==> src/rtl/probe_pkg.sv <==
package probe_pkg;
   typedef enum logic [2:0] {
      PH_IDLE, PH_DRV_HI, PH_REL_HI, PH_DRV_LO, PH_REL_LO, PH_GAP
   } phase_e;

   localparam logic [1:0] POS_HOLD = 2'b00;
   localparam logic [1:0] POS_UP   = 2'b01;
   localparam logic [1:0] POS_DOWN = 2'b10;
endpackage

==> src/rtl/probe_sync.sv <==
module probe_sync #(
   parameter int STAGES = 2
) (
   input  logic clk,
   input  logic rst_n,
   input  logic d_i,
   output logic q_o
);
   if (STAGES < 2) begin : g_bad_stages
      $error("probe_sync: STAGES must be at least 2");
   end

   logic [STAGES-1:0] chain;

   for (genvar i = 0; i < STAGES; i++) begin : g_stage
      always_ff @(posedge clk or negedge rst_n) begin
         if (!rst_n) chain[i] <= 1'b0;
         else if (i == 0) chain[i] <= d_i;
         else chain[i] <= chain[(i == 0) ? 0 : i-1];
      end
   end

   assign q_o = chain[STAGES-1];
endmodule

==> src/rtl/probe_timer.sv <==
module probe_timer #(
   parameter int W = 8
) (
   input  logic         clk,
   input  logic         rst_n,
   input  logic         load_i,
   input  logic [W-1:0] count_i,
   output logic         expired_o
);
   logic [W-1:0] cnt;

   always_ff @(posedge clk or negedge rst_n) begin
      if (!rst_n) cnt <= '0;
      else if (load_i) cnt <= (count_i == '0) ? '0 : count_i - 1'b1;
      else if (cnt != '0) cnt <= cnt - 1'b1;
   end

   assign expired_o = (cnt == '0);

   p_steps_down_r7: assert property (@(posedge clk) disable iff (!rst_n)
      (!load_i && cnt != '0) |=> cnt == $past(cnt) - 1'b1);
endmodule

==> src/rtl/probe_classify.sv <==
module probe_classify
   import probe_pkg::*;
#(
   parameter bit FILTER_EN = 1'b0
) (
   input  logic       clk,
   input  logic       rst_n,
   input  logic       commit_i,
   input  logic       samp_a_i,
   input  logic       samp_b_i,
   output logic [1:0] pos_o,
   output logic       invalid_o
);
   logic [1:0] cls;
   logic       bad;

   always_comb begin
      bad = 1'b0;
      unique case ({samp_a_i, samp_b_i})
         2'b11:   cls = POS_UP;
         2'b00:   cls = POS_DOWN;
         2'b10:   cls = POS_HOLD;
         default: begin cls = POS_HOLD; bad = 1'b1; end
      endcase
   end

   always_ff @(posedge clk or negedge rst_n) begin
      if (!rst_n) invalid_o <= 1'b0;
      else if (commit_i) invalid_o <= bad;
   end

   if (FILTER_EN) begin : g_filter
      logic [1:0] prev_cls;
      logic       prev_ok;
      always_ff @(posedge clk or negedge rst_n) begin
         if (!rst_n) begin
            prev_cls <= POS_HOLD;
            prev_ok  <= 1'b0;
            pos_o    <= POS_HOLD;
         end else if (commit_i) begin
            prev_cls <= cls;
            prev_ok  <= !bad;
            if (!bad && prev_ok && prev_cls == cls) pos_o <= cls;
         end
      end
      p_filter_needs_repeat_r10: assert property (@(posedge clk) disable iff (!rst_n)
         (commit_i && !prev_ok) |=> $stable(pos_o));
   end else begin : g_direct
      always_ff @(posedge clk or negedge rst_n) begin
         if (!rst_n) pos_o <= POS_HOLD;
         else if (commit_i && !bad) pos_o <= cls;
      end
   end

   p_bad_pair_keeps_pos_r5: assert property (@(posedge clk) disable iff (!rst_n)
      (commit_i && !samp_a_i && samp_b_i) |=> (invalid_o && $stable(pos_o)));
endmodule

==> src/rtl/tristate_probe_seq.sv <==
module tristate_probe_seq
   import probe_pkg::*;
#(
   parameter int CNT_W       = 8,
   parameter int SYNC_STAGES = 2,
   parameter bit FILTER_EN   = 1'b0
) (
   input  logic             clk,
   input  logic             rst_n,
   input  logic             start_i,
   input  logic             run_free_i,
   input  logic [CNT_W-1:0] charge_cyc_i,
   input  logic [CNT_W-1:0] settle_cyc_i,
   input  logic [CNT_W-1:0] gap_cyc_i,
   input  logic             pad_in_i,
   output logic             pad_oe_o,
   output logic             pad_out_o,
   output logic [1:0]       pos_o,
   output logic             invalid_o,
   output logic             done_o
);
   if (CNT_W < 2 || CNT_W > 32) begin : g_bad_width
      $error("tristate_probe_seq: CNT_W out of range");
   end

   phase_e           phase, phase_nx;
   logic             tmr_load, tmr_exp, take_a, commit, pad_sync, samp_a;
   logic [CNT_W-1:0] tmr_val;

   probe_sync #(.STAGES(SYNC_STAGES)) u_sync (
      .clk(clk), .rst_n(rst_n), .d_i(pad_in_i), .q_o(pad_sync));

   probe_timer #(.W(CNT_W)) u_timer (
      .clk(clk), .rst_n(rst_n), .load_i(tmr_load), .count_i(tmr_val),
      .expired_o(tmr_exp));

   always_comb begin
      phase_nx = phase;
      tmr_load = 1'b0;
      tmr_val  = charge_cyc_i;
      take_a   = 1'b0;
      commit   = 1'b0;
      unique case (phase)
         PH_IDLE: if (start_i || run_free_i) begin
            phase_nx = PH_DRV_HI; tmr_load = 1'b1;
         end
         PH_DRV_HI: if (tmr_exp) begin
            phase_nx = PH_REL_HI; tmr_load = 1'b1; tmr_val = settle_cyc_i;
         end
         PH_REL_HI: if (tmr_exp) begin
            phase_nx = PH_DRV_LO; tmr_load = 1'b1; take_a = 1'b1;
         end
         PH_DRV_LO: if (tmr_exp) begin
            phase_nx = PH_REL_LO; tmr_load = 1'b1; tmr_val = settle_cyc_i;
         end
         PH_REL_LO: if (tmr_exp) begin
            commit = 1'b1;
            if (run_free_i) begin
               phase_nx = PH_GAP; tmr_load = 1'b1; tmr_val = gap_cyc_i;
            end else phase_nx = PH_IDLE;
         end
         PH_GAP: if (tmr_exp) begin
            if (run_free_i) begin
               phase_nx = PH_DRV_HI; tmr_load = 1'b1;
            end else phase_nx = PH_IDLE;
         end
         default: phase_nx = PH_IDLE;
      endcase
   end

   always_ff @(posedge clk or negedge rst_n) begin
      if (!rst_n) begin
         phase  <= PH_IDLE;
         samp_a <= 1'b0;
         done_o <= 1'b0;
      end else begin
         phase  <= phase_nx;
         done_o <= commit;
         if (take_a) samp_a <= pad_sync;
      end
   end

   assign pad_oe_o  = (phase == PH_DRV_HI) || (phase == PH_DRV_LO);
   assign pad_out_o = (phase == PH_DRV_HI);

   probe_classify #(.FILTER_EN(FILTER_EN)) u_cls (
      .clk(clk), .rst_n(rst_n), .commit_i(commit), .samp_a_i(samp_a),
      .samp_b_i(pad_sync), .pos_o(pos_o), .invalid_o(invalid_o));

   p_done_one_cycle_r6: assert property (@(posedge clk) disable iff (!rst_n)
      done_o |=> !done_o);
   p_result_quiet_r6: assert property (@(posedge clk) disable iff (!rst_n)
      !done_o |-> ($stable(pos_o) && $stable(invalid_o)));
   p_released_at_done_r3: assert property (@(posedge clk) disable iff (!rst_n)
      done_o |-> !pad_oe_o);
   p_level_steady_r2: assert property (@(posedge clk) disable iff (!rst_n)
      (pad_oe_o && $past(pad_oe_o)) |-> $stable(pad_out_o));
endmodule

==> config.mk <==
export PLATFORM = sky130hd
export DESIGN_NAME = tristate_probe_seq
export DESIGN_NICKNAME = d
export VERILOG_FILES = /design/src/rtl/probe_pkg.sv /design/src/rtl/probe_sync.sv /design/src/rtl/probe_timer.sv /design/src/rtl/probe_classify.sv /design/src/rtl/tristate_probe_seq.sv
export SDC_FILE = /design/constraint.sdc
export NUM_CORES = 1
export LEC_CHECK = 0
export BUFFER_PORTS_ARGS = -buffer_cell sky130_fd_sc_hd__buf_2
export CORE_AREA = 2 2 55 57
export CTS_CLUSTER_DIAMETER = 50
export CTS_CLUSTER_SIZE = 14
export DETAILED_ROUTE_END_ITERATION = 10
export DIE_AREA = 0 0 57 59
export PLACE_DENSITY = 0.73
export SYNTH_ARGS = -nofsm -noshare
export SYNTH_HDL_FRONTEND = slang
export SYNTH_HIERARCHICAL = 1
export SYNTH_SLANG_ARGS = --single-unit
==> constraint.sdc <==
create_clock -name clk -period 3.82 [get_ports clk]
set_input_delay 0.382 -clock clk [delete_from_list [all_inputs] [get_ports clk]]
set_output_delay 0.382 -clock clk [all_outputs]
set_load 0.005 [all_outputs]
# ---- Word level (Yosys, flattened, before mapping)
# Cells that the tools add are included.
dict set report totals {
  ff_bits 18
  output_inout_bits 6
  elab_cells 62
  inputBits 29
}
dict set report classes {
  reduce_logical 14
  muxes 25
  eq_ne 13
  n_addsub 2
}
# op count
set op_table {}
lappend op_table {{$mux 8} 6}
lappend op_table {{$mux 3} 7}
lappend op_table {{$pmux 3 s6} 1}
lappend op_table {{$logic_not 8->1} 2}
lappend op_table {{$pmux 8 s2} 1}
lappend op_table {{$sub 8x1->8 const B} 2}
lappend op_table {{$ne 2x2->1 const B} 5}
lappend op_table {{$mux 1} 8}
lappend op_table {{$reduce_bool 8->1} 1}
lappend op_table {{$eq 3x2->1 const B} 2}
lappend op_table {{$eq 3x3->1 const B} 2}
lappend op_table {{$reduce_and 6->1} 1}
lappend op_table {{$reduce_or 3->1} 2}
lappend op_table {{$eq 2x2->1 const B} 2}
lappend op_table {{$pmux 2 s2} 1}
lappend op_table {{$reduce_or 2->1} 2}
lappend op_table {{$eq 3x1->1 const B} 1}
lappend op_table {{$logic_not 3->1} 1}
lappend op_table {{$pmux 1 s3} 1}
lappend op_table {{$logic_not 2->1} 1}
lappend op_table {{$logic_or 1x1->1} 2}
lappend op_table {{$ne 2x1->1 const B} 1}
lappend op_table {{$reduce_bool 2->1} 1}
lappend op_table {{$logic_and 1x1->1} 1}

# ---- Depth between registers and ports, before layout
# Gate-level depths: netlist of the first run.
dict set report depth {
  depth_word 6
  mapped_depth 14
  mapped_depth_nobuf 13
}

# ---- By module
# The synthesis of the first run kept the hierarchy.
# module cells_each seq_area_each_um2 n_inst area_per_inst_um2
set modules_own_cells {}
lappend modules_own_cells {probe_timer 66 200.2 1 631.9}
lappend modules_own_cells {tristate_probe_seq 56 125.1 1 525.5}
lappend modules_own_cells {probe_classify 10 75.1 1 116.4}
lappend modules_own_cells {probe_sync 2 50.0 1 50.0}

# ---- Worst setup path after synthesis of the first run
# OpenSTA, ideal clock, no wires.
dict set report synth_path {
  path_kind {register to register}
  start {register u_timer.cnt[0]}
  end {register u_timer.cnt[7]}
  setup_time_ns 0.121
  setup_slack_ns 0.619
  t_arrival_ns 3.081
  n_path_buf 1
  stages_incl_launch_ff 13
  required_time_ns 3.699
  period_less_slack_ns 3.201
  path_cell_list {dfrtp_1 > inv_1 > ha_1 > nor3b_1 > nand2_1 > clkinv_1 > buf_2 > nand3_1 > a311o_1 > or4_4 > nor4_2 > mux2_1 > a22o_1}
}
dict set report synth_between {
  elab_chain_len 6
  word_cells_on_any_way 15
  cone_classes {add/sub (2); mux (9); reduce/logical (4)}
}
# element line_no
set synth_rtl {}
lappend synth_rtl {{from (decl)} probe_timer.sv:10} ;# logic [W-1:0] cnt;
lappend synth_rtl {{from (signal assigned)} probe_timer.sv:14} ;# else if (load_i) cnt <= (count_i == '0) ? '0 : count_i - 1'b1;
lappend synth_rtl {{from (signal assigned)} probe_timer.sv:15} ;# else if (cnt != '0) cnt <= cnt - 1'b1;
lappend synth_rtl {{$logic_not 8->1 (*)} probe_timer.sv:18} ;# assign expired_o = (cnt == '0);
lappend synth_rtl {{via tmr_exp} tristate_probe_seq.sv:27} ;# logic tmr_load, tmr_exp, take_a, commit, pad_sync, samp_a;
lappend synth_rtl {{$mux 8 (on tied branches)} {tristate_probe_seq.sv:56, tristate_probe_seq.sv:47, tristate_probe_seq.sv:53}}
lappend synth_rtl {{$pmux 8 s2 (*)} tristate_probe_seq.sv:43} ;# unique case (phase)
lappend synth_rtl {{via tmr_val[5]} tristate_probe_seq.sv:28} ;# logic [CNT_W-1:0] tmr_val;
lappend synth_rtl {{$sub 8x1->8 / $logic_not 8->1 (equally long branches)} probe_timer.sv:14}
lappend synth_rtl {{$mux 8 (*) (2 in series)} probe_timer.sv:14}
# Mark *: on every way through the listed nets, which the timed path passes. The rest lies on a longest branch. The select of a mux whose other input is x is not followed.
# A chain may end at the register's enable or synchronous reset.

# ---- Worst setup path in the final report of the first run
# Ends and elaborated chain as after synthesis.

==> metrics.yaml, run 1 <==
yosys:
  ys_ff_latch: 18
  yosysSeqAreaShare_pct: 34.0
  synth_compound_area_share_pct: 25.0
  syn_inst: 134
  synth_mux_area_share_pct: 3.97
  synth_edf_count: 0
  synthesis.area_um2: 1320
  synth_xor_area_share_pct: 7.28
  yosys_warnings: 6
  synth-simple-area-share_pct: 19.8
  async_flop_share_pct: 100
  synth_fp_nets: 166
  avgSynthCellArea_um2: 9.88
  synth-main-ff-cell: "dfrtp_1"
  yosysUniqueCellTypes: 49
  synth_top_family_by_area: "compound AO/OA/AOI/OAI gates"
  synth_adder_area_share_pct: 2.84
critical_path:
  slowest_stage: "or4_4"
  crit_arrival_ps: 3630
  crit_family: "simple AND/OR/NAND/NOR gates"
  end_kind: "register"
  critPathBufInv: 2
  crit_fanout: 14
  worstSetupPathType: "reg2reg"
  max_stage_delay_ps: 590
  path_cells: "inv_1 > ha_1 > nor3b_1 > nand2_1 > clkinv_1 > nand3_1 > a311o_1 > or4_4 > nor4_2 > mux2_1 > a22o_1"
  critical_path.startpoint_type: "register"
  cp_data_required_time_ps: 4010
clock_tree:
  cts_max_level: 1
  cts_resized: 0
  cts-hold-fix-buffers: 1
  cts_buffers: 3
  cts_tree: "done"
  post_cts.repair.setup_buffers: 0
  cts.sinks: 18
  clk_pin_slew_ps: 100
  clock_latency_ps: 300
  clock-root-buffer: "clkbuf_4"
  cts_buffer_depth: 2
route:
  via_per_inst: 5.69
  drc: 0
  dr.first_iter.drc_count: 33
  wl_per_cell_um: 14.2
  ant_nets: 0
  dr.pass1.iters: 4
  routed_wl_mm: 2.82
  vias: 1127
sta:
  rsz0062_at_grt: "false"
  worst_pin_slew_ps: 465
  final.setup.tns_ps: 0
  fin_hold_ws_ps: 179
  fin_skew_ps: 1.79
  slew_headroom_pct: 68.9
  timing.final.crit_share_pct: 90.0
  finalSetupViolations: 0
  report.final.slew_viol_count: 0
  fmax_mhz: 291
  min_period_ps: 3440
  hold_viol_final: 0
placement:
  port_buffers: 34
  gp_congestion: 0.826
  placed_area_um2: 1490
  place_hpwl_mm: 2.22
finish:
  syn_to_final_growth_pct: 16.0
  finalInstanceArea_um2: 1540
  nFillCells: 258
  layout-drive-gt1-share_pct: 30.5
  final_cell_mix: "buf_2, dfrtp_1, a22o_1"
  layout_commonest_cell: "buf_2"
  nets: 200
  num_antenna_cells: 0
power_and_ir_drop:
  p_total_mw: 0.740
  p_leak_nw: 0.691
  irDropWorstVdd_mv: 0.320
  powerDensity_nw_per_um2: 482
status:
  outcome: "complete, no violations"
global_route:
  antenna_found_initial: 0
  grt_usage_pct: 18.7
  grt_overflow: 0
  grt_max_degree: 19
  first_global_vias: 1125
  grt_pass1_wl_mm: 4.89
floorplan:
  fp.dieW_um: 57
  start_util_pct: 48.8
  core.rowCount: 19
  num_io_pins: 35
  dieHeight_um: 59
  dieArea_um2: 3360
  core_area_um2: 2710
hold_path:
  holdCritPathClass: "in2reg"
run:
  maxCapViolations: 0
-- Yosys cell counts (all sizes together) (3+ instances only) --
| cell | n | area share [%] |
|---|---|---|
| a21oi | 4 | 1.5 |
| a22o | 15 | 9.9 |
| buf | 7 | 4.2 |
| dfrtp | 18 | 34 |
| ha | 3 | 2.8 |
| inv | 8 | 2.3 |
| mux2i | 3 | 2.3 |
| nand2 | 4 | 1.1 |
| nor2 | 9 | 2.7 |
| nor2b | 4 | 2.5 |
| nor3b | 4 | 2.3 |
| o21ai | 4 | 2.4 |
| o22ai | 5 | 2.4 |
| xnor2 | 10 | 6.6 |
-- power breakdown --
group | total [mW] | internal (mW) | switching [mW] | leakage, nW
sequential | 0.302 | 0.243 | 0.0586 | 0.224
combinational | 0.320 | 0.171 | 0.149 | 0.446
clock | 0.118 | 0.0582 | 0.0597 | 0.0210
-- final timing paths --
path	startpoint	end	slack, ps	cells past startpoint
worst max-delay path	u_timer/cnt[0]	u_timer/cnt[7]	380	11
worst min-delay path	pad_in_i	u_sync/chain[0]	180	1
worst max register to register	u_timer/cnt[0]	u_timer/cnt[7]	380	11
worst min register to register	u_sync/chain[0]	u_sync/q_o	360	0
max in group asynchronous	rst_n	phase[2]	3030	2
min in group asynchronous	rst_n	u_timer/cnt[5]	520	2
-- registers in the layout (all words and copies together) (netlist names) --
signal	cells
phase	3
samp_a	1
u_sync/q_o	1
u_sync/chain	1
done_o	1
u_cls/pos_o	2
u_timer/cnt	8
u_cls/invalid_o	1
-- area by class of cell --
cell class | instances | area, um2 | area share, %
timing repair buffer | 37 | 195 | 12.7
multi-input combinational | 99 | 781 | 50.9
inverter | 9 | 33.8 | 2.20
clock buffer | 4 | 36.3 | 2.36
sequential | 18 | 450 | 29.3
tap | 31 | 38.8 | 2.53
-- metal layers --
metal / routed length [um] / track usage, % / vias up / share of wire (%)
met5: 0 / 0 / - / 0
met4: 32 / 7.31 / 0 / 1.1
met3: 91 / 4.59 / 6 / 3.2
met2: 1460 / 31.5 / 18 / 52
met1: 1240 / 23.2 / 545 / 44
li1: - / - / 558 / -
-- metrics by stage --
stage               utilization (%)  worst slack, ps  std cells
detailed placement             54.9              423        193
CTS                            56.6              400        198
floorplan                         -              619        134
global route                   56.6              159        198
global placement               54.9              579        193
finish                         56.6              383        198
-- cell families (layout without fill, tap and decap cells) --
logic type	Yosys count	in the layout
buffers and inverters	17	50
AND/OR/NAND/NOR	41	41
multiplexers	5	5
XOR/XNOR	11	11
flip-flops	18	18
adder cells (fa/ha/maj)	3	3
AO/OA/AOI/OAI	39	39
No activity file was read; power rests on OpenSTA's default activity.
==> run 2: changes to the inputs <==
--- a/config.mk
+++ b/config.mk
@@ -11,7 +11,7 @@
 export CTS_CLUSTER_SIZE = 14
 export DETAILED_ROUTE_END_ITERATION = 10
 export DIE_AREA = 0 0 57 59
-export PLACE_DENSITY = 0.73
+export PLACE_DENSITY = 0.83
 export SYNTH_ARGS = -nofsm -noshare
 export SYNTH_HDL_FRONTEND = slang
 export SYNTH_HIERARCHICAL = 1
==> metrics.yaml, run 2 (same netlist as run 1, synthesis figures left out) <==
finish:
  nets: 199  # -0.50%
  instances_no_fill: 197  # -0.51%
  num_antenna_cells: 0  # unchanged
  syn_to_final_growth_pct: 15.2
  reg.largest.list: "u_timer/cnt: 8 flops, phase: 3 flops, u_cls/pos_o: 2 flops"
  final_cell_mix: "buf_2, dfrtp_1, a22o_1"
  largest-register: "u_timer/cnt"
  layout-drive-gt1-share_pct: 30.7  # +0.18 points
  largest_reg_flops: 8  # unchanged
  layout_commonest_cell: "buf_2"
floorplan:
  core.rowCount: 19  # unchanged
  core_area_um2: 2710  # unchanged
  dieArea_um2: 3360  # unchanged
  fp.dieW_um: 57  # unchanged
  dieHeight_um: 59  # unchanged
  start_util_pct: 48.8  # unchanged
  num_io_pins: 35  # unchanged
global_route:
  first_global_vias: 1138  # +1.2%
  grt_pass1_wl_mm: 4.81  # -1.7%
  use_met2_pct: 33.8  # +2.3 points
  grt_max_degree: 19  # unchanged
  grt.busiest_layer: "met2"
  use_met1_pct: 20.3  # -2.9 points
  grt_overflow: 0  # unchanged
  grt_usage_pct: 18.0  # -0.68 points
  antenna_found_initial: 0  # unchanged
  use_met3_pct: 3.49  # -1.1 points
critical_path:
  critPathCapture: "u_timer/cnt[7]"
  crit_fanout: 14  # unchanged
  max_stage_delay_ps: 590  # about the same
  end_kind: "register"
  rrSetupSlack_ps: 370  # about the same
  crit_start: "u_timer/cnt[0]"
  cp_data_required_time_ps: 4010  # about the same
  critical_path.startpoint_type: "register"
  worstSetupPathType: "reg2reg"
  path_cells: "inv_1 > ha_1 > nor3b_1 > nand2_1 > clkinv_1 > nand3_1 > a311o_1 > or4_4 > nor4_2 > mux2_1 > a22o_1"
  r2r_start: "u_timer/cnt[0]"
  crit_arrival_ps: 3640  # about the same
  worstRegToRegCells: 11  # unchanged
  slowest_stage: "or4_4"
  r2r-end: "u_timer/cnt[7]"
clock_tree:
  cts_max_level: 1  # unchanged
  cts-hold-fix-buffers: 0  # -1
  clk_pin_slew_ps: 100  # about the same
  post_cts.repair.setup_buffers: 0  # unchanged
  clock-root-buffer: "clkbuf_4"
  cts_buffers: 3  # unchanged
  cts_buffer_depth: 2  # unchanged
  clock_latency_ps: 290  # about the same
  cts_resized: 0  # unchanged
  cts_tree: "done"
  cts.sinks: 18  # unchanged
route:
  dr.first_iter.drc_count: 31  # -6.1%
  via_per_inst: 5.83  # +2.4%
  routed_wl_mm: 2.81  # -0.43%
  wl_per_cell_um: 14.3  # about the same
  drc: 0  # unchanged
  vias: 1148  # +1.9%
  dr.pass1.iters: 4  # unchanged
  ant_nets: 0  # unchanged
sta:
  fin_hold_ws_ps: -4.66  # -184 ps
  hold_viol_final: 11  # +11
  min_period_ps: 3450  # +14.2 ps
  slew_headroom_pct: 66.3  # -2.6 points
  final.setup.worst_slack_ps: 369  # -14.2 ps
  worst_pin_slew_ps: 501  # +36.0 ps
  fin_skew_ps: 5.84  # +4.05 ps
  rsz0062_at_grt: "false"
  report.final.slew_viol_count: 0  # unchanged
  finalSetupViolations: 0  # unchanged
  timing.final.crit_share_pct: 90.3  # +0.37 points
  final.setup.tns_ps: 0  # unchanged
  fmax_mhz: 290  # -0.41%
power_and_ir_drop:
  seqPwrFrac_pct: 40.7  # about the same
  switching_share_pct: 36.0  # -0.15 points
  powerDensity_nw_per_um2: 483  # +0.16%
  power_frac_clock_pct: 15.5  # -0.4 points
  comb_power_share_pct: 43.8  # +0.5 points
  internal_power_mw: 0.471  # -0.26%
  p_switching_mw: 0.265  # -0.90%
  irDropWorstVdd_mv: 0.302  # -5.5%
  p_leak_nw: 0.687  # -0.60%
hold_path:
  holdCritPathClass: "in2async"
status:
  violations: "hold timing"
  outcome: "finished with violations"
placement:
  pre_cts_ws_ps: 447  # +23.9 ps
  place_inst: 193  # unchanged
  port_buffers: 34  # unchanged
  gp_congestion: 0.811  # -1.8%
  place_hpwl_mm: 2.21  # -0.18%
run:
  maxCapViolations: 0  # unchanged
[run 2: cell types whose count changed in the layout (fill, tap and decap cells not counted)]
| cell | change |
|---|---|
| dlygate4sd3_1 | -1 |
[run 2: final cells by class]
| type | instances | area, um2 |
|---|---|---|
| well taps | 31 | 38.8 |
| inverters | 9 | 33.8 |
| flip-flops and latches | 18 | 450 |
| fillers | 255 | 1180 |
| multi-input cells | 99 | 781 |
| repair buffers | 36 | 185 |
| clock buffers | 4 | 36.3 |
[run 2: how the worst min path moves through the flow]
stage           from               to  slack [ps]  depth (start not counted)
2_1_floorplan  rst_n           done_o          90                          0
3_3_place_gp   rst_n  u_sync/chain[0]         320                          1
3_5_place_dp   rst_n  u_sync/chain[0]         330                          1
4_1_cts        rst_n  u_sync/chain[0]           2                          1
5_1_grt        rst_n         phase[2]           2                          1
6_report       rst_n   u_timer/cnt[2]          -5                          1
[run 2: through the flow]
stage          instance area (um2)  util [%]  hold slack (ps)  power [mW]
6_report                      1530      56.3            -4.66       0.736
5_1_grt                       1530      56.3             2.41       0.788
4_1_cts                       1530      56.3             2.41       0.739
3_5_place_dp                  1490      54.9              325       0.618
3_3_place_gp                  1490      54.9              318       0.603
2_1_floorplan                 1320         -             86.4       0.547
[run 2: worst max-delay path, delay by kind of cell, from the launching register on]
kind / cells / cell delay, ps
AND/OR/NAND/NOR: 5 / 1400
buffers and inverters: 2 / 370
flip-flops: 1 / 390
adder cells (fa/ha/maj): 1 / 210
multiplexers: 1 / 360
AO/OA/AOI/OAI: 2 / 630
[run 2: routing by layer]
| metal | up-vias | routed length [um] |
|---|---|---|
| met3 | 6 | 109 |
| met5 | - | 0 |
| met1 | 549 | 1170 |
| met4 | 0 | 45 |
| li1 | 559 | - |
| met2 | 34 | 1490 |
[run 2: power groups by stage]
stage / logic, mW / clock network [mW] / registers [mW]
after floorplan: 0.269 / 0 / 0.278
after global routing: 0.355 / 0.126 / 0.307
after global placement: 0.305 / 0 / 0.298
final: 0.322 / 0.114 / 0.300
after detailed placement: 0.315 / 0 / 0.302
after CTS: 0.323 / 0.117 / 0.299
